`src/rtl/alm_pkg.sv`:
```
package alm_pkg;
   localparam int FLD_W  = 8;
   localparam int NUM_AL = 2;
   localparam int RATE_W = 2;
   localparam int NUM_TAP = 1 << RATE_W;

   typedef struct packed {
      logic              bat_en;
      logic [RATE_W-1:0] rate;
      logic              irq_mode;
      logic [NUM_AL-1:0] irq_en;
   } alm_cfg_t;

   localparam alm_cfg_t CFG_RESET = '{bat_en: 1'b0, rate: {RATE_W{1'b1}},
                                      irq_mode: 1'b0, irq_en: '0};
endpackage

```
`src/rtl/alm_match.sv`:
```
module alm_match #(
   parameter int FW      = 8,
   parameter int MASK_B  = 7,
   parameter int SEL_B   = 6,
   parameter bit HAS_SEC = 1'b1
) (
   input  logic [FW-1:0] tm_sec,
   input  logic [FW-1:0] tm_min,
   input  logic [FW-1:0] tm_hour,
   input  logic [FW-1:0] tm_dow,
   input  logic [FW-1:0] tm_date,
   input  logic [FW-1:0] al_sec,
   input  logic [FW-1:0] al_min,
   input  logic [FW-1:0] al_hour,
   input  logic [FW-1:0] al_dd,
   output logic          hit
);
   localparam int VAL_W = MASK_B;
   localparam int DD_W  = SEL_B;

   if (FW != MASK_B + 1) begin : g_bad_width
      $error("alm_match: mask bit must be the top bit of each field");
   end
   if (SEL_B >= MASK_B) begin : g_bad_sel
      $error("alm_match: day/date select must lie below the mask bit");
   end

   logic sec_ok, min_ok, hour_ok, dd_ok;
   logic [FW-1:0] dd_src;

   // seconds: alarm 1 compares under its mask, alarm 2 waits for second 00
   if (HAS_SEC) begin : g_sec_field
      assign sec_ok = al_sec[MASK_B] |
                      (tm_sec == {{(FW-VAL_W){1'b0}}, al_sec[VAL_W-1:0]});
   end else begin : g_sec_zero
      assign sec_ok = (tm_sec == '0) & ~al_sec[MASK_B] &
                      (al_sec[VAL_W-1:0] == '0);
   end

   assign min_ok  = al_min[MASK_B] |
                    (tm_min == {{(FW-VAL_W){1'b0}}, al_min[VAL_W-1:0]});
   assign hour_ok = al_hour[MASK_B] |
                    (tm_hour == {{(FW-VAL_W){1'b0}}, al_hour[VAL_W-1:0]});

   assign dd_src = al_dd[SEL_B] ? tm_dow : tm_date;
   assign dd_ok  = al_dd[MASK_B] |
                   (dd_src == {{(FW-DD_W){1'b0}}, al_dd[DD_W-1:0]});

   assign hit = sec_ok & min_ok & hour_ok & dd_ok;
endmodule

```
`src/rtl/alm_flags.sv`:
```
module alm_flags #(
   parameter int N = 2
) (
   input  logic         clk,
   input  logic         rst_n,
   input  logic         tick,
   input  logic [N-1:0] hit,
   input  logic         wr_en,
   input  logic [N-1:0] wr_data,
   output logic [N-1:0] flag_q
);
   if (N < 1) begin : g_bad_n
      $error("alm_flags: need at least one flag");
   end

   for (genvar i = 0; i < N; i++) begin : g_flag
      always_ff @(posedge clk or negedge rst_n) begin
         if (!rst_n)
            flag_q[i] <= 1'b0;
         else if (tick && hit[i])
            flag_q[i] <= 1'b1;
         else if (wr_en && !wr_data[i])
            flag_q[i] <= 1'b0;
      end

      a_r4_set_only_on_tick: assert property (@(posedge clk) disable iff (!rst_n)
         $rose(flag_q[i]) |-> $past(tick && hit[i]));
      a_r5_one_keeps: assert property (@(posedge clk) disable iff (!rst_n)
         (wr_en && wr_data[i] && !(tick && hit[i])) |=> (flag_q[i] == $past(flag_q[i])));
      a_r5_sticky: assert property (@(posedge clk) disable iff (!rst_n)
         (!wr_en && flag_q[i]) |=> flag_q[i]);
   end
endmodule

```
`src/rtl/alm_outmux.sv`:
```
module alm_outmux
   import alm_pkg::*;
#(
   parameter int N  = 2,
   parameter int NT = 4
) (
   input  logic          clk,
   input  logic          rst_n,
   input  alm_cfg_t      cfg,
   input  logic [N-1:0]  flags,
   input  logic [NT-1:0] taps,
   input  logic          on_backup,
   output logic          pin_low
);
   localparam int SELW = $clog2(NT);

   if (NT != (1 << RATE_W)) begin : g_bad_taps
      $error("alm_outmux: tap count must match the rate code range");
   end
   if (SELW != RATE_W) begin : g_bad_sel
      $error("alm_outmux: select width mismatch");
   end

   logic irq_any, wave_low, muted;

   assign irq_any  = |(flags & cfg.irq_en);
   assign wave_low = ~taps[cfg.rate];
   assign muted    = on_backup & ~cfg.bat_en;
   assign pin_low  = muted ? 1'b0 : (cfg.irq_mode ? irq_any : wave_low);

   a_r8_backup_release: assert property (@(posedge clk) disable iff (!rst_n)
      (on_backup && !cfg.bat_en) |-> !pin_low);
   a_r6_irq_holds: assert property (@(posedge clk) disable iff (!rst_n)
      (cfg.irq_mode && !on_backup && (flags[0] & cfg.irq_en[0])) |-> pin_low);
endmodule

```
`src/rtl/alarm_irq_unit.sv`:
```
module alarm_irq_unit
   import alm_pkg::*;
(
   input  logic              clk,
   input  logic              rst_n,
   input  logic              sec_tick,
   input  logic [FLD_W-1:0]  tm_sec,
   input  logic [FLD_W-1:0]  tm_min,
   input  logic [FLD_W-1:0]  tm_hour,
   input  logic [FLD_W-1:0]  tm_dow,
   input  logic [FLD_W-1:0]  tm_date,
   input  logic [FLD_W-1:0]  a1_sec,
   input  logic [FLD_W-1:0]  a1_min,
   input  logic [FLD_W-1:0]  a1_hour,
   input  logic [FLD_W-1:0]  a1_dd,
   input  logic [FLD_W-1:0]  a2_min,
   input  logic [FLD_W-1:0]  a2_hour,
   input  logic [FLD_W-1:0]  a2_dd,
   input  logic              cfg_we,
   input  logic              cfg_bat_en,
   input  logic [RATE_W-1:0] cfg_rate,
   input  logic              cfg_irq_mode,
   input  logic [NUM_AL-1:0] cfg_irq_en,
   input  logic              flag_we,
   input  logic [NUM_AL-1:0] flag_wdata,
   input  logic [NUM_TAP-1:0] wave_taps,
   input  logic              on_backup,
   output logic [NUM_AL-1:0] flags,
   output logic              pin_drive_low
);
   if (NUM_AL != 2) begin : g_bad_count
      $error("alarm_irq_unit: exactly two alarm sets are wired");
   end

   alm_cfg_t cfg_q;
   logic [NUM_AL-1:0] hit;

   always_ff @(posedge clk or negedge rst_n) begin
      if (!rst_n)
         cfg_q <= CFG_RESET;
      else if (cfg_we)
         cfg_q <= '{bat_en: cfg_bat_en, rate: cfg_rate,
                    irq_mode: cfg_irq_mode, irq_en: cfg_irq_en};
   end

   alm_match #(.FW(FLD_W), .HAS_SEC(1'b1)) u_match1 (
      .tm_sec(tm_sec), .tm_min(tm_min), .tm_hour(tm_hour),
      .tm_dow(tm_dow), .tm_date(tm_date),
      .al_sec(a1_sec), .al_min(a1_min), .al_hour(a1_hour), .al_dd(a1_dd),
      .hit(hit[0]));

   alm_match #(.FW(FLD_W), .HAS_SEC(1'b0)) u_match2 (
      .tm_sec(tm_sec), .tm_min(tm_min), .tm_hour(tm_hour),
      .tm_dow(tm_dow), .tm_date(tm_date),
      .al_sec('0), .al_min(a2_min), .al_hour(a2_hour), .al_dd(a2_dd),
      .hit(hit[1]));

   alm_flags #(.N(NUM_AL)) u_flags (
      .clk(clk), .rst_n(rst_n), .tick(sec_tick), .hit(hit),
      .wr_en(flag_we), .wr_data(flag_wdata), .flag_q(flags));

   alm_outmux #(.N(NUM_AL), .NT(NUM_TAP)) u_out (
      .clk(clk), .rst_n(rst_n), .cfg(cfg_q), .flags(flags),
      .taps(wave_taps), .on_backup(on_backup), .pin_low(pin_drive_low));

   a_r3_second_zero: assert property (@(posedge clk) disable iff (!rst_n)
      $rose(flags[1]) |-> ($past(tm_sec) == '0));
endmodule

```
`config.mk`:
```
export PLATFORM = sky130hd
export DESIGN_NAME = alarm_irq_unit
export DESIGN_NICKNAME = d
export VERILOG_FILES = /design/src/rtl/alm_pkg.sv /design/src/rtl/alm_match.sv /design/src/rtl/alm_flags.sv /design/src/rtl/alm_outmux.sv /design/src/rtl/alarm_irq_unit.sv
export SDC_FILE = /design/constraint.sdc
export NUM_CORES = 1
export LEC_CHECK = 0
export CORE_MARGIN = 2
export CORE_UTILIZATION = 30
export CTS_BUF_LIST = sky130_fd_sc_hd__clkbuf_16
export DETAILED_ROUTE_END_ITERATION = 10
export PLACE_DENSITY_LB_ADDON = 0.2
export SETUP_SLACK_MARGIN = 0.1
export SYNTH_ARGS = -nofsm -noshare
export SYNTH_HDL_FRONTEND = slang
export SYNTH_SLANG_ARGS = --single-unit
```
`constraint.sdc`:
```
create_clock -name clk -period 3.3 [get_ports clk]
set_clock_uncertainty 0.15 [all_clocks]
set_input_delay 0.66 -clock clk [delete_from_list [all_inputs] [get_ports clk]]
set_output_delay 0.66 -clock clk [all_outputs]
set_load 0.02 [all_outputs]
```
Word-level counts from Yosys, hierarchy flattened

Index checks and enable logic that the tools add are counted.

Output and inout port bits: 3
Word-level logic and storage cells: 51
Flip-flop bits (word level): 8
Input port bits: 114

Equal/unequal tests: 7
Reduce and logical (&&, ||, !) cells: 10
Bitwise operators: 17
Order comparisons: 1
Multiplexer cells: 10

Operator list:

| kind                                                       | number |
|---|---|
| == test 8 x 7 -> 1 bit                                     | 5 |
| == test 8 x 6 -> 1 bit                                     | 2 |
| 2-to-1 mux 8 bit                                           | 2 |
| logical NOT 8 bit                                          | 1 |
| bitwise AND 1 bit                                          | 7 |
| 2-to-1 mux 1 bit                                           | 7 |
| OR 1 bit                                                   | 7 |
| logical AND 1 bit                                          | 4 |
| nonzero test 2 bit                                         | 2 |
| less-than comparator 2 x 3 -> 1 bit, second input constant | 1 |
| bitwise AND 2 bit                                          | 1 |
| binary-select mux 1 bit (select 2 bit)                     | 1 |
| logical NOT 1 bit                                          | 2 |
| NOT 1 bit                                                  | 2 |
| OR reduction 2 bit                                         | 1 |

Depth between registers and ports, before layout

Gate-level depths: netlist (run 1).

Depth in word-level cells: 7
Mapped depth: 6
Mapped depth without buffers: 5

Modules after synthesis

From an unflattened synthesis (run 1), not the netlist that was laid out.

Cells, all modules: 120
Area, all modules: 1,148.6 µm²

By module, submodules not included:

| module               | seq. area each (µm²) | instances | cells an instance | area an instance (µm²) |
|---|---|---|---|---|
| alm_match (u_match1) | 0.0                  | 1         | 49                | 395.4 |
| alm_match (u_match2) | 0.0                  | 1         | 44                | 347.8 |
| alarm_irq_unit       | 152.6                | 1         | 14                | 257.7 |
| alm_flags            | 50.0                 | 1         | 6                 | 80.1 |
| alm_outmux           | 0.0                  | 1         | 7                 | 67.6 |

Least setup slack after synthesis (run 1)

No wires, ideal clock.

Path type: in2out
Start: input port wave_taps[3]
End: output port pin_drive_low
Arrival: 1.785 ns
Buffers on the path: 0
Stages on the path: 3
Setup slack: 0.705 ns
Data required time: 2.490 ns
Cells stage by stage: mux4_2 -> nor2b_1 -> a221oi_1

Word-level cells in the longest chain between the ends: 5

RTL lines:

| element                                | line                 | source |
|---|---|---|
| from (decl)                            | alarm_irq_unit.sv:26 | `input logic [NUM_TAP-1:0] wave_taps,` |
| binary-select mux 1 bit (select 2 bit) | alm_outmux.sv:27     | `assign wave_low = ~taps[cfg.rate];` |
| 2-to-1 mux 1 bit (not written as such) | alm_outmux.sv:27     |  |
| NOT 1 bit                              | alm_outmux.sv:27     |  |
| 2-to-1 mux 1 bit (2 in series)         | alm_outmux.sv:29     | `assign pin_low = muted ? 1'b0 : (cfg.irq_mode ? irq_any : wave_low);` |
| to (decl)                              | alarm_irq_unit.sv:29 | `output logic pin_drive_low` |

No other way between the ends. The select of a mux whose other input is x is not followed.

Final worst setup path (run 1)

Ends and elaborated chain as after synthesis.

==> out/qor.txt, run 1 <==
Status: complete, no violations
Number of detailed-routing iterations run before antenna repair: 4
Die area: 4070 um^2
Synth top area share: 28.6%
Layout cells sized above 1: 5.17%
GRT met1 Usage: 18.3%
Sw Share: 23.4%
Number of synthesized flops with an enable pin: 0
# port buffers: 116
Max Freq: 0.327 GHz
Hold WC Path Type: reg -> reg
Crit path arrival time: 2250 ps
Netlist cell types: 25
Fill cell count: 270
# DRC: 0
Vias in the first global route: 1450
P_sw: 0.000134 W
P&R area growth vs syn: 119%
Diodes inserted: 0
Worst setup SP type: input pin
Clk sinks: 8
Number of buffers created by CTS: 3
Die Wd: 63.8 um
VDD IR max: 0.131 mV
Detailed Place HPWL: 3460 um
Dominant synthesized flop cell: dfrtp_1
Min Tclk post-route: 3060 ps
Ranking of synthesized cells by area: xor2_1 29%, dfrtp_1 14%, mux2i_1 11%, xnor2_1 9.8%, nor4_1 7.0%
Placed Area: 2270 um^2
Seq pwr share: 19.8%
Grt ovf: 0
Worst slew pin tran: 426 ps
Total I/O pin count: 117
Max Cap Viol: 0
Pleak: 0.920 nW
Clk pwr share: 36.4%
Syn_nets: 229
Clock Latency Late Sink: 230 ps
Critical path type: in -> out
Final worst-path cycle share: 92.7%
Combinational power share: 43.8%
Setup TNS: 0 ps
Yosys reg bits: 8
Mapped Avg Cell Area: 9.32 um^2
Via Count: 1339
DR vias/cell: 4.82
Flop-to-flop setup slack: 2380 ps
Tot GR Track Use: 19.3%
CTS H-tree lvls: 1
Setup bufs post-CTS: 0
Post-synthesis sequential area ratio: 18.9%
Synthesized instance count: 115
TritonCTS clock tree: yes
Synth area leader: xor2_1
Final Hold Fails: 0
Root Buffer: clkbuf_16
Final setup violation count: 0
Data required, critical path: 2490 ps
RSZ-0062 raised after global routing: no
Die Y-Extent: 63.8 um
Crit-path max FO: 1
Met2 Resource Use GR: 39.3%
First-pass GRT wire length: 6200 um
Top post-synthesis cells by count: 35 x xor2_1, 12 x mux2i_1, 12 x nor4_1, 12 x xnor2_1, 8 x o21ai_0
FFs w/ async S/R, synth: 100%
Routability cong.: 0.796
Int Pwr: 0.000439 W
Routing usage on met3: 4.23%
Setup crit end kind: output port
Total routed wirelength: 3800 um
1st-iter DRT viols: 15
Setup ws final: 242 ps
Reg clk slew, reported paths: 40 ps
Antenna-violating nets left: 0
Largest net degree at the start of global routing: 9
Slew HR: 71.5%
Cell Area, Synth: 1070 um^2
Starting Density: 31.6%
Final slew viol count: 0
DP Worst Slack: -29.5 ps
Cell Pwr Density: 244 nW/um^2
Fin nets: 347
Core area: 3390 um^2
Top-count cell post-synth: xor2_1
Final instance area: 2350 um^2
Core Rows: 21
GR peak layer: met2
Initial antenna violation count: 0
Clk buf depth: 2
YS warnings: 0
Routed len/inst: 13.7 um
power by group through the flow:
stage | logic (W) | clock network, W | registers, W
2_1_floorplan | 0.0000854 | 0 | 0.000115
6_report | 0.000251 | 0.000208 | 0.000114
5_1_grt | 0.000271 | 0.000217 | 0.000115
3_5_place_dp | 0.000253 | 0 | 0.000115
4_1_cts | 0.000254 | 0.000212 | 0.000114
3_3_place_gp | 0.000247 | 0 | 0.000114
critical path: stages:
cell	delay, ps
clkdlybuf4s50_1	400
mux4_2	460
nor2b_1	140
a221oi_1	210
dlygate4sd2_1	370
flip-flops by register name (all words and copies together), names as in the netlist:
signal / cells
u_flags.flag_q: 2
cfg_q: 6
routing by layer:
layer	vias up	share of wire, %	wire [um]
met3	5	9.8	371
li1	655	-	-
met2	76	55	2100
met4	0	1.3	50
met1	603	34	1280
met5	-	0	0
cell usage in the layout (no fill, tap or decap), drive strengths merged, types with 2 or more instances in the layout:
cell,synthesis,routed
nand2,2,2
dfstp,2,2
xnor2,12,12
clkbuf,1,3
nor4,12,12
o41ai,2,2
xor2,35,35
mux2i,12,12
inv,2,3
dfrtp,6,6
o21ai,8,8
a21oi,4,4
a41oi,2,2
clkdlybuf4s50,0,115
mux2,5,5
cells by family after synthesis:
kind of cell	synth area share, %
and+or+nand+nor	10.5
AOI/OAI and AO/OA	11.1
DFF	18.9
xor gates and xnor gates	38.4
muxes	18.6
buffers and inverters	2.57
path summary, 6_finish.rpt:
path	startpoint	to	cells after the start
worst max register to register	cfg_q[2]	cfg_q[2]	1
max in group asynchronous	rst_n	cfg_q[3]	1
worst min-delay path	cfg_q[0]	cfg_q[0]	1
worst min register to register	cfg_q[0]	cfg_q[0]	1
worst max-delay path	wave_taps[3]	pin_drive_low	5
min in group asynchronous	rst_n	u_flags.flag_q[0]	1
what timing repair did:
item | 4_1_cts | 5_1_grt
hold buffers | 0 | 0
endpoints found under the setup margin | 1 | 0
gates resized for setup | 1 | 0
cell type report:
type	instances	area, um^2	area share, %
repair buffers	116	1160	49.4
clock inverters	1	3.75	0.160
inverters	2	7.51	0.320
clock buffers	3	75.1	3.20
multi-input cells	102	842	35.9
well taps	46	57.6	2.45
flip-flops and latches	8	203	8.63
through the flow:
step / instances / power [W] / utilization, % / hold WS, ps
after floorplan: 115 / 0.000200 / - / 214
after global placement: 274 / 0.000362 / 67.0 / 344
after detailed placement: 274 / 0.000368 / 67.0 / 355
after global routing: 278 / 0.000603 / 69.3 / 370
after CTS: 278 / 0.000580 / 69.3 / 363
final: 278 / 0.000573 / 69.3 / 358
No activity file was read; power rests on OpenSTA's default activity.
==> run 2: changes to the inputs <==
--- a/config.mk
+++ b/config.mk
@@ -5,8 +5,10 @@
 export SDC_FILE = /design/constraint.sdc
 export NUM_CORES = 1
 export LEC_CHECK = 0
+export CELL_PAD_IN_SITES_DETAIL_PLACEMENT = 0
+export CELL_PAD_IN_SITES_GLOBAL_PLACEMENT = 1
 export CORE_MARGIN = 2
-export CORE_UTILIZATION = 30
+export CORE_UTILIZATION = 20
 export CTS_BUF_LIST = sky130_fd_sc_hd__clkbuf_16
 export DETAILED_ROUTE_END_ITERATION = 10
 export PLACE_DENSITY_LB_ADDON = 0.2
==> run 2 against run 1 <==
Effect of this change:
- register-to-register slack barely moved
- maximum frequency rose by 1.4%
- clock power fell by 2%
- highest routed layer unchanged
- flip-flop and latch count unchanged
- non-clock buffer count unchanged
- setup slack better by 44 ps
- wire length rose by 1.7%
- core utilization shrank 23 points
- largest cell class unchanged
- global-route usage down 6.0 points
==> out/qor.txt, run 2 (synthesis gave the netlist of run 1 again) <==
Final core area utilization: 46.3% (-23 points)
Biggest regs: cfg_q: 6 flops, u_flags.flag_q: 2 flops
Min Tclk post-route: 3010 ps (-43.6 ps)
Status: complete, no violations
Worst slew pin tran: 440 ps (+13.6 ps)
CP top delay family: buffers and inverters
Setup crit end kind: output port
Number of detailed-routing iterations run before antenna repair: 3 (-1)
Final worst-path cycle share: 91.3% (-1.3 points)
Clk pwr share: 35.9% (-0.5 points)
Final Non-Filler Cells: 302 (+8.6%)
DR vias/cell: 4.21 (-13%)
Final slew viol count: 0 (unchanged)
Fin nets: 347 (unchanged)
Initial antenna violation count: 0 (unchanged)
Sw Share: 22.4% (-0.98 points)
Crit path arrival time: 2200 ps (-50 ps)
Pleak: 0.920 nW (unchanged)
# DRC: 0 (unchanged)
Final setup violation count: 0 (unchanged)
Final Hold Fails: 0 (unchanged)
Starting Density: 20.9% (-11 points)
Core Rows: 26 (+24%)
Slowest-stage cell, CP: mux4_2
CTS H-tree lvls: 1 (unchanged)
Vias in the first global route: 1411 (-2.7%)
Slowest Stage Delay on Critical Path: 450 ps (about the same)
P&R area growth vs syn: 122%
Max Cap Viol: 0 (unchanged)
Via Count: 1271 (-5.1%)
Worst setup SP type: input pin
Clk sinks: 8 (unchanged)
1st-iter DRT viols: 15 (unchanged)
Slew HR: 70.6% (-0.91 points)
Clock Latency Late Sink: 230 ps (about the same)
Largest net degree at the start of global routing: 9 (unchanged)
Tot GR Track Use: 13.3% (-6.0 points)
Fill cell count: 536 (+99%)
Total routed wirelength: 3870 um (+1.7%)
Placed Area: 2300 um^2 (+1.3%)
Die area: 5960 um^2 (+47%)
Reg clk slew, reported paths: 40 ps (about the same)
Commonest non-fill, non-tap cell in the layout: clkdlybuf4s50_1
VDD IR max: 0.212 mV (+62%)
P_sw: 0.000126 W (-5.5%)
TritonCTS clock tree: yes
WP buf/inv: 2 (unchanged)
Diodes inserted: 0 (unchanged)
Largest register FFs: 6 (unchanged)
Total I/O pin count: 117 (unchanged)
Grt ovf: 0 (unchanged)
Data required, critical path: 2490 ps (about the same)
Seq pwr share: 20.2% (+0.4 points)
Antenna-violating nets left: 0 (unchanged)
Critical path type: in -> out
Die Y-Extent: 77.2 um (+21%)
Int Pwr: 0.000438 W (-0.15%)
Placed cells: 298 (+8.8%)
Root Buffer: clkbuf_16
Die Wd: 77.2 um (+21%)
Cell chain of the critical path: clkdlybuf4s50_1 > mux4_2 > nor2b_1 > a221oi_1 > dlygate4sd2_1
Layout cells sized above 1: 5.17% (unchanged)
Number of buffers created by CTS: 3 (unchanged)
Most frequent cells in the layout: 115 x clkdlybuf4s50_1, 35 x xor2_1, 12 x nor4_1, 12 x xnor2_1, 12 x mux2i_1
Largest register by flop count: cfg_q
RSZ-0062 raised after global routing: no
Routed len/inst: 12.8 um (-6.4%)
Clk buf depth: 2 (unchanged)
Core area: 5140 um^2 (+52%)
# port buffers: 116 (unchanged)
Max Freq: 0.332 GHz (+1.4%)
Final instance area: 2380 um^2 (+1.3%)
Routability cong.: 0.747 (-6.2%)
Detailed Place HPWL: 3560 um (+2.9%)
Cell Pwr Density: 237 nW/um^2 (-2.7%)
Crit-path max FO: 1 (unchanged)
Hold WC Path Type: reg -> reg
Combinational power share: 44.0% (+0.2 points)
First-pass GRT wire length: 6380 um (+2.9%)
run 2: cell type report:
| cell class | instances | area, um^2 | area share [%] |
|---|---|---|---|
| timing repair buffer | 116 | 1160 | 48.8 |
| multi-input combinational | 102 | 842 | 35.4 |
| sequential | 8 | 203 | 8.52 |
| tap | 70 | 87.6 | 3.68 |
| clock buffer | 3 | 75.1 | 3.16 |
| inverter | 2 | 7.51 | 0.316 |
| clock inverter | 1 | 3.75 | 0.158 |
run 2: worst paths after layout:
path                                 end  depth (start not counted)  slack [ps]    startpoint
setup / recovery           pin_drive_low                          5         290  wave_taps[3]
hold / removal                  cfg_q[0]                          1         360      cfg_q[0]
setup reg to reg                cfg_q[2]                          1        2380      cfg_q[2]
hold reg to reg                 cfg_q[0]                          1         360      cfg_q[0]
max in group asynchronous       cfg_q[4]                          1        2150         rst_n
min in group asynchronous       cfg_q[2]                          1         550         rst_n
run 2: layer usage:
metal	routed length, um	global-route usage (%)	up-vias
met5	0	0	-
met1	1680	16.4	543
li1	-	-	660
met4	14	2.14	0
met2	1860	23.6	66
met3	303	3.41	2
run 2: power by group through the flow:
stage                     clock network, W  registers, W  logic (W)
after floorplan                          0      0.000115  0.0000854
after global placement                   0      0.000115   0.000251
after detailed placement                 0      0.000115   0.000252
after CTS                         0.000206      0.000114   0.000252
after global routing              0.000213      0.000116   0.000271
final                             0.000203      0.000114   0.000248
run 2: per-stage QoR:
step / power (W) / worst slack, ps / setup TNS [ps] / hold slack [ps]
2_1_floorplan: 0.000200 / 705 / 0 / 214
3_3_place_gp: 0.000366 / 10.8 / 0 / 350
3_5_place_dp: 0.000367 / -19.7 / -19.7 / 356
4_1_cts: 0.000572 / 278 / 0 / 364
5_1_grt: 0.000599 / 182 / 0 / 407
6_report: 0.000565 / 286 / 0 / 357
run 2: repair_timing:
item / in CTS / in global routing
setup endpoints to repair: 1 / 0
setup buffers: 0 / 0
hold buffers: 0 / 0
gates resized for setup: 1 / 0
